===== config.mk =====
export PLATFORM = sky130hd
export DESIGN_NAME = wdt_supervisor
export DESIGN_NICKNAME = d
export VERILOG_FILES = /design/src/rtl/wdt_pkg.sv /design/src/rtl/wdt_unlock.sv /design/src/rtl/wdt_timebase.sv /design/src/rtl/wdt_grace.sv /design/src/rtl/wdt_supervisor.sv
export SDC_FILE = /design/constraint.sdc
export NUM_CORES = 1
export LEC_CHECK = 0
export CORE_ASPECT_RATIO = 1.5
export CORE_UTILIZATION = 30
export CTS_CLUSTER_SIZE = 40
export DETAILED_ROUTE_END_ITERATION = 8
export PLACE_DENSITY = 0.48
export SLEW_MARGIN = 20
export SYNTH_ARGS = -nofsm -noshare
export SYNTH_HDL_FRONTEND = slang
export SYNTH_SLANG_ARGS = --single-unit

===== constraint.sdc =====
create_clock -name clk -period 3.15 [get_ports clk]
set_clock_uncertainty 0.05 [all_clocks]
set_input_delay 0.945 -clock clk [delete_from_list [all_inputs] [get_ports clk]]
set_output_delay 0.945 -clock clk [all_outputs]
set_load 0.1 [all_outputs]

===== src/rtl/wdt_pkg.sv =====
package wdt_pkg;
   // control register bit positions
   localparam int unsigned B_RESTART = 0;
   localparam int unsigned B_ARM     = 1;
   localparam int unsigned B_PORF    = 2;
   localparam int unsigned B_WDF     = 3;
   localparam int unsigned B_WRF     = 4;
   localparam int unsigned B_SEL_LO  = 5;
   localparam int unsigned B_SEL_HI  = 6;
   localparam int unsigned SEL_W     = 2;
   localparam int unsigned N_SEL     = 4;
   // key sequence for the guarded window
   localparam logic [7:0] KEY_FIRST  = 8'hAA;
   localparam logic [7:0] KEY_SECOND = 8'h55;
endpackage


===== src/rtl/wdt_unlock.sv =====
module wdt_unlock #(
   parameter int unsigned WIN_LEN = 3
) (
   input  logic       clk,
   input  logic       clr,
   input  logic       key_wr,
   input  logic [7:0] key_data,
   input  logic       consume,
   output logic       win_open
);
   import wdt_pkg::*;
   localparam int unsigned WIN_W = $clog2(WIN_LEN + 1);

   logic             armed_q;
   logic [WIN_W-1:0] win_q;
   logic             second_hit;

   initial begin
      assert (WIN_LEN >= 1) else $error("WIN_LEN must be at least 1");
   end

   assign second_hit = key_wr && (key_data == KEY_SECOND) && armed_q;
   assign win_open   = (win_q != '0);

   always_ff @(posedge clk) begin
      if (clr) begin
         armed_q <= 1'b0;
         win_q   <= '0;
      end else begin
         armed_q <= key_wr && (key_data == KEY_FIRST);
         if (second_hit)
            win_q <= WIN_W'(WIN_LEN);
         else if (consume)
            win_q <= '0;
         else if (win_q != '0)
            win_q <= win_q - 1'b1;
      end
   end


   win_key_chk: assert property (@(posedge clk) disable iff (clr)
      $rose(win_open) |-> $past(key_wr && key_data == KEY_SECOND));
endmodule


===== src/rtl/wdt_timebase.sv =====
module wdt_timebase #(
   parameter int unsigned BASE_EXP = 17,
   parameter int unsigned STEP_EXP = 3
) (
   input  logic       clk,
   input  logic       clr,
   input  logic       hold,
   input  logic [1:0] sel,
   output logic       tmo
);
   import wdt_pkg::*;
   localparam int unsigned CNT_W = BASE_EXP + STEP_EXP * (N_SEL - 1);

   logic [CNT_W-1:0] cnt_q;
   logic [N_SEL-1:0] hit;

   initial begin
      assert (BASE_EXP >= 1 && CNT_W <= 40) else $error("bad timebase exponents");
   end

   for (genvar g = 0; g < N_SEL; g++) begin : g_lim
      localparam int unsigned EXP = BASE_EXP + STEP_EXP * g;
      localparam logic [CNT_W-1:0] LIM = {CNT_W{1'b1}} >> (CNT_W - EXP);
      assign hit[g] = (cnt_q == LIM);
   end

   assign tmo = hit[sel] && !hold && !clr;

   always_ff @(posedge clk) begin
      if (clr || tmo)
         cnt_q <= '0;
      else if (!hold)
         cnt_q <= cnt_q + 1'b1;
   end
endmodule


===== src/rtl/wdt_grace.sv =====
module wdt_grace #(
   parameter int unsigned GRACE = 512
) (
   input  logic clk,
   input  logic clr,
   input  logic start,
   output logic pending,
   output logic fire
);
   localparam int unsigned G_W = $clog2(GRACE);

   logic [G_W-1:0] gcnt_q;
   logic           pend_q;

   initial begin
      assert (GRACE >= 2) else $error("GRACE must be at least 2");
   end

   assign pending = pend_q;
   assign fire    = pend_q && (gcnt_q == G_W'(GRACE - 1));

   always_ff @(posedge clk) begin
      if (clr) begin
         pend_q <= 1'b0;
         gcnt_q <= '0;
      end else if (start) begin
         pend_q <= 1'b1;
         gcnt_q <= '0;
      end else if (fire) begin
         pend_q <= 1'b0;
         gcnt_q <= '0;
      end else if (pend_q) begin
         gcnt_q <= gcnt_q + 1'b1;
      end
   end


   grace_cancel_chk: assert property (@(posedge clk) disable iff (clr)
      $past(clr) |-> !pending);
endmodule


===== src/rtl/wdt_supervisor.sv =====
module wdt_supervisor #(
   parameter int unsigned BASE_EXP = 17,
   parameter int unsigned STEP_EXP = 3,
   parameter int unsigned GRACE    = 512,
   parameter int unsigned WIN_LEN  = 3
) (
   input  logic       clk,
   input  logic       por_i,
   input  logic       pfail_i,
   input  logic       ext_i,
   input  logic       wr_en_i,
   input  logic       addr_i,
   input  logic [7:0] wdata_i,
   output logic [7:0] rdata_o,
   input  logic       irq_en_i,
   output logic       irq_o,
   output logic       rst_req_o
);
   import wdt_pkg::*;

   logic             arm_q, porf_q, wdf_q, wrf_q, rst_q;
   logic [SEL_W-1:0] sel_q;
   logic             any_rst, wr_ctrl, wr_key, prot_ok, restart;
   logic             win_open, tmo, pending, fire;

   assign any_rst = por_i | pfail_i | ext_i;
   assign wr_ctrl = wr_en_i && !addr_i;
   assign wr_key  = wr_en_i && addr_i;
   assign prot_ok = wr_ctrl && win_open;
   assign restart = prot_ok && wdata_i[B_RESTART];

   wdt_unlock #(.WIN_LEN(WIN_LEN)) u_unlock (
      .clk(clk), .clr(any_rst), .key_wr(wr_key), .key_data(wdata_i),
      .consume(prot_ok), .win_open(win_open));

   wdt_timebase #(.BASE_EXP(BASE_EXP), .STEP_EXP(STEP_EXP)) u_timebase (
      .clk(clk), .clr(any_rst | restart), .hold(pending), .sel(sel_q), .tmo(tmo));

   wdt_grace #(.GRACE(GRACE)) u_grace (
      .clk(clk), .clr(any_rst | restart), .start(tmo),
      .pending(pending), .fire(fire));

   always_ff @(posedge clk) begin
      if (por_i) begin
         arm_q  <= 1'b0;
         porf_q <= 1'b1;
         wdf_q  <= 1'b0;
         wrf_q  <= 1'b0;
         sel_q  <= '0;
         rst_q  <= 1'b0;
      end else if (pfail_i) begin
         wdf_q  <= 1'b0;
         wrf_q  <= 1'b0;
         sel_q  <= '0;
         rst_q  <= 1'b0;
      end else if (ext_i) begin
         wdf_q  <= 1'b0;
         sel_q  <= '0;
         rst_q  <= 1'b0;
      end else begin
         rst_q <= fire && arm_q;
         if (wr_ctrl) begin
            sel_q <= wdata_i[B_SEL_HI:B_SEL_LO];
            wrf_q <= wdata_i[B_WRF];
         end
         if (prot_ok) begin
            arm_q  <= wdata_i[B_ARM];
            porf_q <= wdata_i[B_PORF];
            wdf_q  <= wdata_i[B_WDF];
         end
         if (tmo)
            wdf_q <= 1'b1;
         if (fire && arm_q) begin
            wrf_q <= 1'b1;
            wdf_q <= 1'b0;
         end
      end
   end

   always_comb begin
      rdata_o = '0;
      if (!addr_i) begin
         rdata_o[B_ARM]             = arm_q;
         rdata_o[B_PORF]            = porf_q;
         rdata_o[B_WDF]             = wdf_q;
         rdata_o[B_WRF]             = wrf_q;
         rdata_o[B_SEL_HI:B_SEL_LO] = sel_q;
      end
   end

   assign irq_o     = wdf_q && irq_en_i;
   assign rst_req_o = rst_q;


   rst_one_clk_chk: assert property (@(posedge clk) disable iff (any_rst)
      rst_req_o |=> !rst_req_o);

   wrf_with_rst_chk: assert property (@(posedge clk) disable iff (any_rst)
      rst_req_o |-> wrf_q);

   por_pattern_chk: assert property (@(posedge clk) disable iff (any_rst)
      $past(por_i) |-> (porf_q && !arm_q && !wrf_q && !wdf_q));

   ext_keep_chk: assert property (@(posedge clk) disable iff (any_rst)
      ($past(ext_i) && !$past(por_i) && !$past(pfail_i))
         |-> (wrf_q == $past(wrf_q) && arm_q == $past(arm_q)));

   arm_guard_chk: assert property (@(posedge clk) disable iff (any_rst)
      (!$past(any_rst) && arm_q != $past(arm_q)) |-> $past(win_open));
endmodule


* Word level (Yosys, flattened, before mapping)
Cells that the tools add are included.
** Operators by class
- $add $sub $neg :: 3
- Order comparisons :: 1
- Eq/ne operators :: 7
- Multiplexer cells :: 12
- Bitwise logic cells :: 5
- Reduce and logical (&&, ||, !) cells :: 27
** Operators with widths (count)
- $add 26x1->26 const B :: 1
- $eq 26x17->1 const B :: 1
- $eq 26x20->1 const B :: 1
- $eq 26x23->1 const B :: 1
- $eq 26x26->1 const B :: 1
- $logic_and 1x1->1 :: 12
- $add 9x1->9 const B :: 1
- $eq 9x9->1 const B :: 1
- $eq 8x7->1 const B :: 1
- $eq 8x8->1 const B :: 1
- $reduce_bool 2->1 :: 4
- $mux 1 :: 7
- $mux 2 :: 3
- $mux 6 :: 1
- $reduce_or 3->1 :: 2
- $reduce_or 4->1 :: 1
- $logic_not 1->1 :: 3
- $lt 2x3->1 const B :: 1
- $or 1x1->1 :: 3
- $reduce_and 3->1 :: 1
- $reduce_bool 3->1 :: 1
- $bmux 1 s2 :: 1
- $not 1->1 :: 2
- $reduce_and 2->1 :: 1
- other kinds (3) :: 3
** Storage, ports and cells
- Register bits after elaboration :: 46
- Input port bits :: 15
- Word-level logic and storage cells :: 66

* Logic depth before layout (Yosys ltp)
Gate-level depths: netlist of run 1.
- Depth after elaboration :: 8
- Mapped depth :: 10

* Cells and area by module
Synthesis of run 1 repeated with hierarchy kept, for this count alone.
** Unflattened totals
- Cells, all modules :: 275
- Area, all modules :: 2560.0 sq um
** By module, submodules not included
- wdt_timebase :: instances 1, cells each 161, area each 1500.2 sq um
- wdt_grace :: instances 1, cells each 49, area each 478.0 sq um
- wdt_supervisor :: instances 1, cells each 45, area each 395.4 sq um
- wdt_unlock :: instances 1, cells each 20, area each 186.4 sq um

* Worst setup path before layout of run 1
No wires, ideal clock.
- Path type :: input -> output
- Start point :: input port addr_i
- End point :: output port rdata_o[1]
- Arrival time :: 2.468 ns
- Required time :: 2.155 ns
- Slack :: -0.313 ns
- Stages on the path :: 2
- Path buffers :: 1
- Cells stage by stage :: clkbuf_1 > nor2b_1
** On the way
- Longest elaborated chain between the ends :: 1
** Ends and longest elaborated chain
- start, declared :: RTL line wdt_supervisor.sv:12 : input logic addr_i,
- $mux 6 :: RTL line wdt_supervisor.sv:82 : if (!addr_i) begin
- end, declared :: RTL line wdt_supervisor.sv:14 : output logic [7:0] rdata_o,
No other way between the ends.

* Worst setup path in the final report of run 1
- Start point :: input port addr_i
- End point :: output port rdata_o[5]
The elaborated chain is that of the path after synthesis.

==> results.tsv, run 1 <==
stage	metric	value	unit
floorplanning	die area	8170	sq um
final_layout	Final Util	0.380	
power	net switching power	261	uW
cts	CTS Buffer Depth	2	
cts	Clk Latency, worst-skew pair	0.29	ns
final_layout	share of layout cells above drive strength 1	0.0811	
synth	Synth cell types	45	
timing	RSZ-0062 raised after global routing	no	
routing	number of routed nets with antenna violations	0	
routing	Vias/cell	5.11	
timing	fin crit period	2.99	ns
power	maximum vdd drop	191	uV
power	Sw Share	0.220	
placed_design	post-placement cell area	2730	sq um
timing	final setup vio count	0	
synth	ranking of synthesized cells by area	dfxtp_1 (39%), nor3_1 (5.8%), xnor2_1 (3.4%)	
synth	Synth Cell Area	2340	sq um
synth	syn_area_per_cell	8.48	sq um
synth	most area-hungry cell type in the Yosys netlist	dfxtp_1	
floorplanning	Die Wd	74.1	microns
placed_design	post-DP HPWL	3730	microns
critical_path	WS Path Type	in -> out	
final_layout	Multi-input gate area	1310	sq um
critical_path	FF-to-FF Start	u_grace.gcnt_q[0]	
critical_path	crit path max fanout	7	
routing	WL/cell	13.4	microns
global_route	antenna violations before repair	0	
global_route	vias in the first global route	1921	
global_route	GR Overflow Total	0	
critical_path	Critical Path AT	1.99	ns
floorplanning	Ports	25	
routing	Routed WL	5330	microns
min_path	hold crit path type	reg -> reg	
critical_path	Critical R2R Capture	wrf_q	
floorplanning	row count	39	
final_layout	Seq. cell area	921	sq um
critical_path	CP required	2.15	ns
power	Leak Pwr	0.956	nW
cts	CTS buffer count	5	
power	Total Power	1.19	mW
global_route	global-route wire length before repair	9000	microns
cts	htree depth	2	
synth	Synth Register Bits	46	
timing	Slew Viols, Final	0	
cts	Post-CTS Hold Fix Bufs	0	
power	Pint	927	uW
timing	Fin. Hold Viols	0	
synth	EDFF count, synth	0	
final_layout	fillers	790	
synth	Cells after Synth	276	
routing	drt pass-1 iters	4	
final_layout	ant diodes	0	
timing	Setup TNS	0	ns
min_path	worst hold stages	2	
cts	clock-pin slew on the worst setup and hold paths	0.06	ns
cts	CTS sink cnt	46	
routing	drc violations	0	
cts	TritonCTS clock tree	yes	
min_path	hold path start	porf_q	
routing	initial drt markers	87	
routing	via count	2035	
cts	clock root cell	clkbuf_16	
cts	post-CTS sizing	0	
placed_design	Inst Count DP	390	
synth	synth warn	0	
power	Reg power frac	0.491	
critical_path	Critical Path Start Type	input pin	
timing	f_max	335	MHz
synth	top cell type's share of synthesized area	0.393	
job	maxcap violations	0	
cts	setup bufs post-CTS	0	
final_layout	final instance area	2880	sq um
final_layout	Layout Nets	314	
floorplanning	initial core utilization	0.310	
critical_path	CP endpoint kind	output pin	
status	status	complete, no violations	
power	clock power share	0.451	
placed_design	Port Buffers	22	
final_layout	final cell count without fillers	398	
floorplanning	Die H	110	microns
min_path	hold endpoint	porf_q	
timing	fin crit share	0.949	
synth	Top FF cell, synth	dfxtp_1	
critical_path	Register-to-Register Setup Slack	0.66	ns
synth	Async SR Flop Fraction	0	
final_layout	synth-to-layout area growth	22.8	%
global_route	largest net degree at the start of global routing	31	
power	Power Density	413	nW/um^2
placed_design	Placer Congestion	0.761	
global_route	GRT Total Usage	0.143	
synth	Seq/Total Area, Yosys	0.393	
power	Gate power share	0.058	
floorplanning	Core Area	7560	sq um
critical_path	Worst R2R Path Depth	9	
cells in the final DEF, fill, tap and decap left out, types with 8 or more instances in the layout:
cell type / n
buf_4: 8
clkdlybuf4s50_1: 14
nor2_1: 18
o21ai_0: 10
buf_12: 8
or3_1: 8
nand3_1: 13
xnor2_1: 9
a211oi_1: 8
a21oi_1: 11
nor3_1: 27
dfxtp_1: 46
nand4_1: 12
nor2b_1: 8
xor2_1: 8
nand2_1: 17
stage by stage:
stage,hold slack [ns],setup WS [ns]
2_1_floorplan,0.379,-0.313
3_5_place_dp,0.417,0.136
3_3_place_gp,0.416,0.168
5_1_grt,0.444,0.0701
6_report,0.427,0.161
4_1_cts,0.434,0.136
power groups by stage:
stage / combinational [mW] / sequential (mW) / clock (mW)
after floorplan: 0.0372 / 0.597 / 0
after global placement: 0.0694 / 0.597 / 0
after detailed placement: 0.0691 / 0.597 / 0
after CTS: 0.0695 / 0.584 / 0.561
after global routing: 0.0735 / 0.584 / 0.577
final: 0.0689 / 0.584 / 0.535
worst max-delay path: stages:
cell and delay, ns:
clkdlybuf4s50_1 0.56, nor2b_1 0.28, buf_12 0.21
routing by layer:
| metal | track usage | vias to the layer above | wire length, microns |
|---|---|---|---|
| li1 | - | 1057 | - |
| met1 | 0.164 | 947 | 2340 |
| met2 | 0.255 | 25 | 2740 |
| met3 | 0.0282 | 6 | 163 |
| met4 | 0.0577 | 0 | 93 |
| met5 | 0 | - | 0 |
cell usage after synthesis, types with 2 or more instances:
cell type and number:
dfxtp_1 46, nor3_1 27, nor2_1 18, nand2_1 17
nand3_1 13, nand4_1 12, a21oi_1 11, o21ai_0 10
buf_2 9, xnor2_1 9, a211oi_1 8, nor2b_1 8
or3_1 8, xor2_1 8, and3_1 6, and4_1 6
mux2i_1 5, buf_4 4, clkbuf_1 4, ha_1 4
or4_1 4, a21o_1 3, inv_1 3, nand4b_1 3
nor3b_1 3, nor4_1 3, o31ai_1 3, a31oi_1 2
nand2b_1 2, nor4b_1 2
final cells by class:
cell class                 instances  area share
clock buffer                       7      0.0496
clock inverter                     1     0.00174
sequential                        46       0.320
tap                              102      0.0444
timing repair buffer              30       0.125
inverter                           3     0.00392
multi-input combinational        209       0.455
worst max-delay path by stage:
stage,start,to,slack [ns],depth (start not counted)
after floorplan,addr_i,rdata_o[1],-0.31,2
after global placement,addr_i,rdata_o[1],0.17,3
after detailed placement,addr_i,rdata_o[5],0.14,3
after CTS,addr_i,rdata_o[5],0.14,3
after global routing,addr_i,rdata_o[4],0.07,3
final,addr_i,rdata_o[5],0.16,3
cells by family (layout without fill, tap and decap cells):
kind of cell | Yosys count | count (layout) | synth area share
buffers and inverters | 22 | 41 | 0.0497
adders and majority gates | 4 | 4 | 0.0214
and+or+nand+nor | 137 | 137 | 0.328
AOI/OAI and AO/OA | 44 | 44 | 0.121
other | 1 | 2 | 0.00160
xor gates and xnor gates | 17 | 17 | 0.0636
DFF | 46 | 46 | 0.393
muxes | 5 | 5 | 0.0214
sequential cells by signal, summed over array words and instances (netlist names), 2 cells and up:
name / cells
sel_q: 2
u_grace.gcnt_q: 9
u_timebase.cnt_q: 26
u_unlock.win_q: 2
No activity file was read; power rests on OpenSTA's default activity.
==> run 2: changes to the inputs <==
- CORE_MARGIN: default -> 3
- clock period: 3.15 -> 3.05 ns (I/O delays scaled with it)
==> run 2 against run 1 <==
Against the previous run:
- clock power shrank 26%
- via count is essentially flat
- total power shrank 10%
- core utilization is essentially flat
- sequential share of layout area grew 0.67 points
- count of clock-buffer cells in the layout is the same
- combinational power grew 2%
- design area shrank 2.0%
- final cell count shrank 0.50%
- routed wire length shrank 2.2%
- register-to-register slack gained 0.17 ns
- hold slack is essentially flat
- critical path type unchanged
- critical endpoint is now rdata_o[4]
- largest cell class unchanged
- largest power group unchanged
==> results.tsv, run 2 (synthesized netlist as in run 1, its figures left out) <==
stage	metric	value	unit	change
routing	initial drt markers	107		+23%
cts	clock root cell	clkbuf_8		
cts	Post-CTS Hold Fix Bufs	0		unchanged
critical_path	Critical Path AT	1.95	ns	-0.04 ns
power	net switching power	254	uW	-2.7%
final_layout	Largest register FFs	26		unchanged
placed_design	worst slack, placed	0.127	ns	-0.00881 ns
cts	Clk Latency, worst-skew pair	0.31	ns	+0.02 ns
floorplanning	Die Wd	78.1	microns	+5.4%
routing	drt pass-1 iters	4		unchanged
timing	final hold slack	0.427	ns	+0.000193 ns
power	clock power share	0.370		-0.081
routing	met3 wire length	224	microns	+37%
routing	top layer in use	met4		
routing	Routed met2 length	2480	microns	-9.4%
power	maximum vdd drop	151	uV	-21%
timing	RSZ-0062 raised after global routing	no		
status	status	complete, no violations		
routing	M1 wire length	2400	microns	+2.7%
final_layout	Largest regs	u_timebase.cnt_q: 26 flops, u_grace.gcnt_q: 9 flops		
final_layout	synth-to-layout area growth	20.3	%	
routing	Routed WL	5220	microns	-2.2%
cts	setup bufs post-CTS	0		unchanged
floorplanning	Die H	114	microns	+3.6%
power	Gate power share	0.066		+0.008
cts	post-CTS sizing	0		unchanged
global_route	vias in the first global route	2046		+6.5%
timing	final setup vio count	0		unchanged
critical_path	CP endpoint kind	output pin		
floorplanning	die area	8920	sq um	+9.2%
cts	TritonCTS clock tree	yes		
routing	Vias/cell	5.14		+0.55%
min_path	hold crit path type	reg -> reg		
critical_path	Critical Path Start Type	input pin		
final_layout	ant diodes	0		unchanged
final_layout	most frequent cells in the layout	dfxtp_1 (46), nor3_1 (27), nor2_1 (18)		
floorplanning	initial core utilization	0.316		+0.00611
floorplanning	Ports	25		unchanged
timing	Fin. Hold Viols	0		unchanged
timing	post-route setup slack	0.135	ns	-0.0260 ns
final_layout	fillers	792		+0.25%
final_layout	Final Util	0.380		-0.000426
job	maxcap violations	0		unchanged
critical_path	crit path max fanout	7		unchanged
final_layout	share of layout cells above drive strength 1	0.0811		unchanged
global_route	GR Overflow Total	0		unchanged
power	Total Power	1.07	mW	-10%
timing	Slew Viols, Final	0		unchanged
routing	number of routed nets with antenna violations	0		unchanged
critical_path	WS Path Type	in -> out		
cts	CTS sink cnt	46		unchanged
global_route	largest net degree at the start of global routing	36		+16%
power	Power Density	379	nW/um^2	-8.2%
timing	fin crit share	0.956		
cts	htree depth	2		unchanged
final_layout	Largest Register	u_timebase.cnt_q		
power	Pint	814	uW	-12%
timing	f_max	343	MHz	
final_layout	Layout Nets	314		unchanged
global_route	antenna violations before repair	0		unchanged
critical_path	CP required	2.08	ns	-0.07 ns
final_layout	commonest non-fill, non-tap cell in the layout	dfxtp_1		
cts	clock-pin slew on the worst setup and hold paths	0.08	ns	+0.02 ns
global_route	GRT Total Usage	0.129		-0.0148
global_route	global-route wire length before repair	9270	microns	+3.1%
power	Sw Share	0.238		+0.0180
cts	CTS buffer count	5		unchanged
routing	via count	2036		+0.049%
timing	fin crit period	2.91	ns	
floorplanning	Core Area	7420	sq um	-1.9%
placed_design	Placer Congestion	0.726		-4.6%
placed_design	Port Buffers	22		unchanged
power	Reg power frac	0.564		+0.073
routing	drc violations	0		unchanged
cts	CTS Buffer Depth	2		unchanged
routing	WL/cell	13.2	microns	-1.7%
floorplanning	row count	38		-2.6%
power	Leak Pwr	0.931	nW	-2.6%
placed_design	post-DP HPWL	3670	microns	-1.4%
-- run 2: changes by cell type in the layout (fill, tap and decap cells not counted) --
cell       before  now
clkbuf_8        1    6
clkbuf_16       5    0
-- run 2: final timing paths --
path | start | end | slack, ns | depth (start not counted)
worst max-delay path | addr_i | rdata_o[4] | 0.14 | 3
worst min-delay path | porf_q | porf_q | 0.43 | 2
worst max register to register | u_timebase.cnt_q[0] | u_grace.gcnt_q[3] | 0.83 | 6
worst min register to register | porf_q | porf_q | 0.43 | 2
-- run 2: layout make-up --
type,count,area (sq um),share of cell area
clock buffer,7,86.3,0.0307
tap,100,125,0.0444
clock inverter,1,5.00,0.00178
timing repair buffer,30,360,0.128
multi-input combinational,209,1310,0.464
inverter,3,11.3,0.00400
sequential,46,921,0.327
-- run 2: metrics by stage --
| step | std cells | TNS (ns) | instance area [sq um] |
|---|---|---|---|
| 2_1_floorplan | 277 | -2.12 | 2340 |
| 3_3_place_gp | 388 | 0 | 2730 |
| 3_5_place_dp | 388 | 0 | 2730 |
| 4_1_cts | 396 | 0 | 2820 |
| 5_1_grt | 396 | 0 | 2820 |
| 6_report | 396 | 0 | 2820 |
-- run 2: per-layer routing --
metal,GRT usage,up-vias
met5,0,-
met4,0.0618,0
met3,0.0346,8
met2,0.224,36
met1,0.144,940
li1,-,1052
-- run 2: power groups by stage --
stage	logic [mW]	clock network (mW)	registers, mW
2_1_floorplan	0.0384	0	0.616
3_5_place_dp	0.0705	0	0.617
3_3_place_gp	0.0707	0	0.617
4_1_cts	0.0708	0.421	0.603
6_report	0.0701	0.395	0.602
5_1_grt	0.0749	0.439	0.603
-- run 2: critical path: stages --
cell	delay, ns
clkdlybuf4s50_1	0.56
nor2b_1	0.27
buf_12	0.21
==> run 3: changes to the inputs <==
- PLACE_DENSITY: 0.48 -> 0.47
==> run 3 against run 2 <==
Against the previous run:
- sequential power about the same
- critical path depth unchanged
- largest power group unchanged
- first-iteration DRC count decreased by 20%
- global-route usage increased by 0.17 points
- count of clock-buffer cells in the layout unchanged
- largest cell class unchanged
- register-to-register slack got worse by 0.07 ns
- highest routed layer unchanged
- die area unchanged
- flip-flop and latch count unchanged
==> results.tsv, run 3 (synthesized netlist as in run 1, its figures left out) <==
stage	metric	value	unit	change
placed_design	Port Buffers	22		unchanged
cts	CTS sink cnt	46		unchanged
final_layout	most frequent cells in the layout	dfxtp_1 (46), nor3_1 (27), nor2_1 (18)		
timing	post-route setup slack	0.118	ns	-0.0171 ns
final_layout	synth-to-layout area growth	20.0	%	
status	status	complete, no violations		
timing	Fin. Hold Viols	0		unchanged
critical_path	Worst Setup SP	addr_i		
global_route	GRT Total Usage	0.130		+0.00175
critical_path	CP Cell Sequence	clkdlybuf4s50_1 -> nor2b_1 -> buf_12		
final_layout	final cell count without fillers	395		-0.25%
placed_design	Placer Congestion	0.747		+3.0%
power	Sw Share	0.235		-0.00287
global_route	global-route wire length before repair	9450	microns	+1.9%
power	Reg power frac	0.566		+0.002
power	Leak Pwr	0.927	nW	-0.45%
global_route	GR Overflow Total	0		unchanged
final_layout	Largest Register	u_timebase.cnt_q		
final_layout	Layout Nets	313		-0.32%
floorplanning	Die Wd	78.1	microns	unchanged
power	Gate power share	0.066		about the same
floorplanning	Core Area	7420	sq um	unchanged
critical_path	FF-to-FF Start	u_timebase.cnt_q[0]		
critical_path	Slowest cell on crit path	clkdlybuf4s50_1		
final_layout	Largest register FFs	26		unchanged
cts	CTS buffer count	5		unchanged
critical_path	Critical Path AT	1.97	ns	+0.02 ns
critical_path	crit path max fanout	7		unchanged
floorplanning	Die H	114	microns	unchanged
placed_design	post-DP HPWL	3660	microns	-0.24%
cts	clock-pin slew on the worst setup and hold paths	0.09	ns	about the same
routing	Vias/cell	5.10		-0.88%
routing	drc violations	0		unchanged
global_route	global-route met1 utilization	0.161		+0.0165
routing	Routed WL	5330	microns	+2.2%
critical_path	CP required	2.08	ns	about the same
final_layout	ant diodes	0		unchanged
floorplanning	initial core utilization	0.316		unchanged
critical_path	Worst path max stage delay	0.56	ns	about the same
final_layout	fillers	807		+1.9%
routing	initial drt markers	86		-20%
timing	final setup vio count	0		unchanged
cts	post-CTS sizing	0		unchanged
floorplanning	row count	38		unchanged
global_route	antenna violations before repair	0		unchanged
job	maxcap violations	0		unchanged
placed_design	worst slack, placed	0.108	ns	-0.0185 ns
critical_path	Critical Path Start Type	input pin		
timing	fin crit share	0.961		+0.00560
timing	Slew Viols, Final	0		unchanged
min_path	hold path start	porf_q		
cts	clock root cell	clkbuf_8		
cts	setup bufs post-CTS	0		unchanged
power	Power Density	379	nW/um^2	about the same
global_route	largest net degree at the start of global routing	36		unchanged
global_route	vias in the first global route	1981		-3.2%
timing	RSZ-0062 raised after global routing	no		
final_layout	commonest non-fill, non-tap cell in the layout	dfxtp_1		
power	Pint	814	uW	about the same
final_layout	Largest regs	u_timebase.cnt_q: 26 flops, u_grace.gcnt_q: 9 flops		
power	clock power share	0.368		-0.002
floorplanning	die area	8920	sq um	unchanged
critical_path	CP endpoint kind	output pin		
routing	WL/cell	13.5	microns	+2.4%
routing	number of routed nets with antenna violations	0		unchanged
global_route	met3 usage	0.0244		-0.0102
cts	CTS Buffer Depth	2		unchanged
global_route	GRT busiest layer	met2		
cts	Post-CTS Hold Fix Bufs	0		unchanged
routing	via count	2013		-1.1%
final_layout	share of layout cells above drive strength 1	0.0780		-0.00311
routing	drt pass-1 iters	4		unchanged
power	maximum vdd drop	145	uV	-4.0%
floorplanning	Ports	25		unchanged
global_route	GR met2 Demand/Resource	0.223		-0.00114
power	net switching power	250	uW	-1.6%
cts	Clk Latency, worst-skew pair	0.30	ns	about the same
timing	fin crit period	2.93	ns	+0.0171 ns
critical_path	WS Path Type	in -> out		
placed_design	Inst Count DP	387		-0.26%
min_path	hold crit path type	reg -> reg		
timing	f_max	341	MHz	-0.58%
cts	TritonCTS clock tree	yes		
cts	htree depth	2		unchanged
## run 3: path summary, 6_finish.rpt
kind	endpoint	slack [ns]	depth (start not counted)
setup reg to reg	u_grace.gcnt_q[3]	0.76	6
hold reg to reg	porf_q	0.43	2
hold / removal	porf_q	0.43	2
setup / recovery	rdata_o[5]	0.12	3
## run 3: per-stage QoR
step / utilization / TNS, ns / hold WS (ns) / area, sq um / power, mW
floorplan: - / -2.12 / 0.379 / 2340 / 0.655
global placement: 0.366 / 0 / 0.413 / 2720 / 0.687
detailed placement: 0.366 / 0 / 0.411 / 2720 / 0.687
CTS: 0.379 / 0 / 0.435 / 2810 / 1.09
global route: 0.379 / 0 / 0.463 / 2810 / 1.11
finish: 0.379 / 0 / 0.431 / 2810 / 1.06
## run 3: cell type report
class | count | area [sq um] | share of cell area
Clock buffer | 7 | 86.3 | 0.0307
Clock inverter | 1 | 5.00 | 0.00178
Inverter | 3 | 11.3 | 0.00401
Multi-Input combinational cell | 209 | 1310 | 0.465
Sequential cell | 46 | 921 | 0.328
Tap cell | 100 | 125 | 0.0445
Timing Repair Buffer | 29 | 353 | 0.126
## run 3: per-layer routing
layer | share of wire | up-vias | routed length [microns]
met5 | 0 | - | 0
met4 | 0.011 | 0 | 59
met3 | 0.029 | 4 | 152
met2 | 0.49 | 26 | 2620
met1 | 0.47 | 930 | 2500
li1 | - | 1053 | -
## run 3: worst max-delay path, delay by kind of cell
| kind | cells | cell delay [ns] |
|---|---|---|
| buffers and inverters | 2 | 0.77 |
| and+or+nand+nor | 1 | 0.28 |
## run 3: power by group through the flow
stage          sequential, mW  combinational (mW)  clock [mW]
2_1_floorplan           0.616              0.0384           0
3_3_place_gp            0.617              0.0709           0
3_5_place_dp            0.617              0.0707           0
4_1_cts                 0.603              0.0712       0.417
5_1_grt                 0.603              0.0755       0.432
6_report                0.602              0.0703       0.392
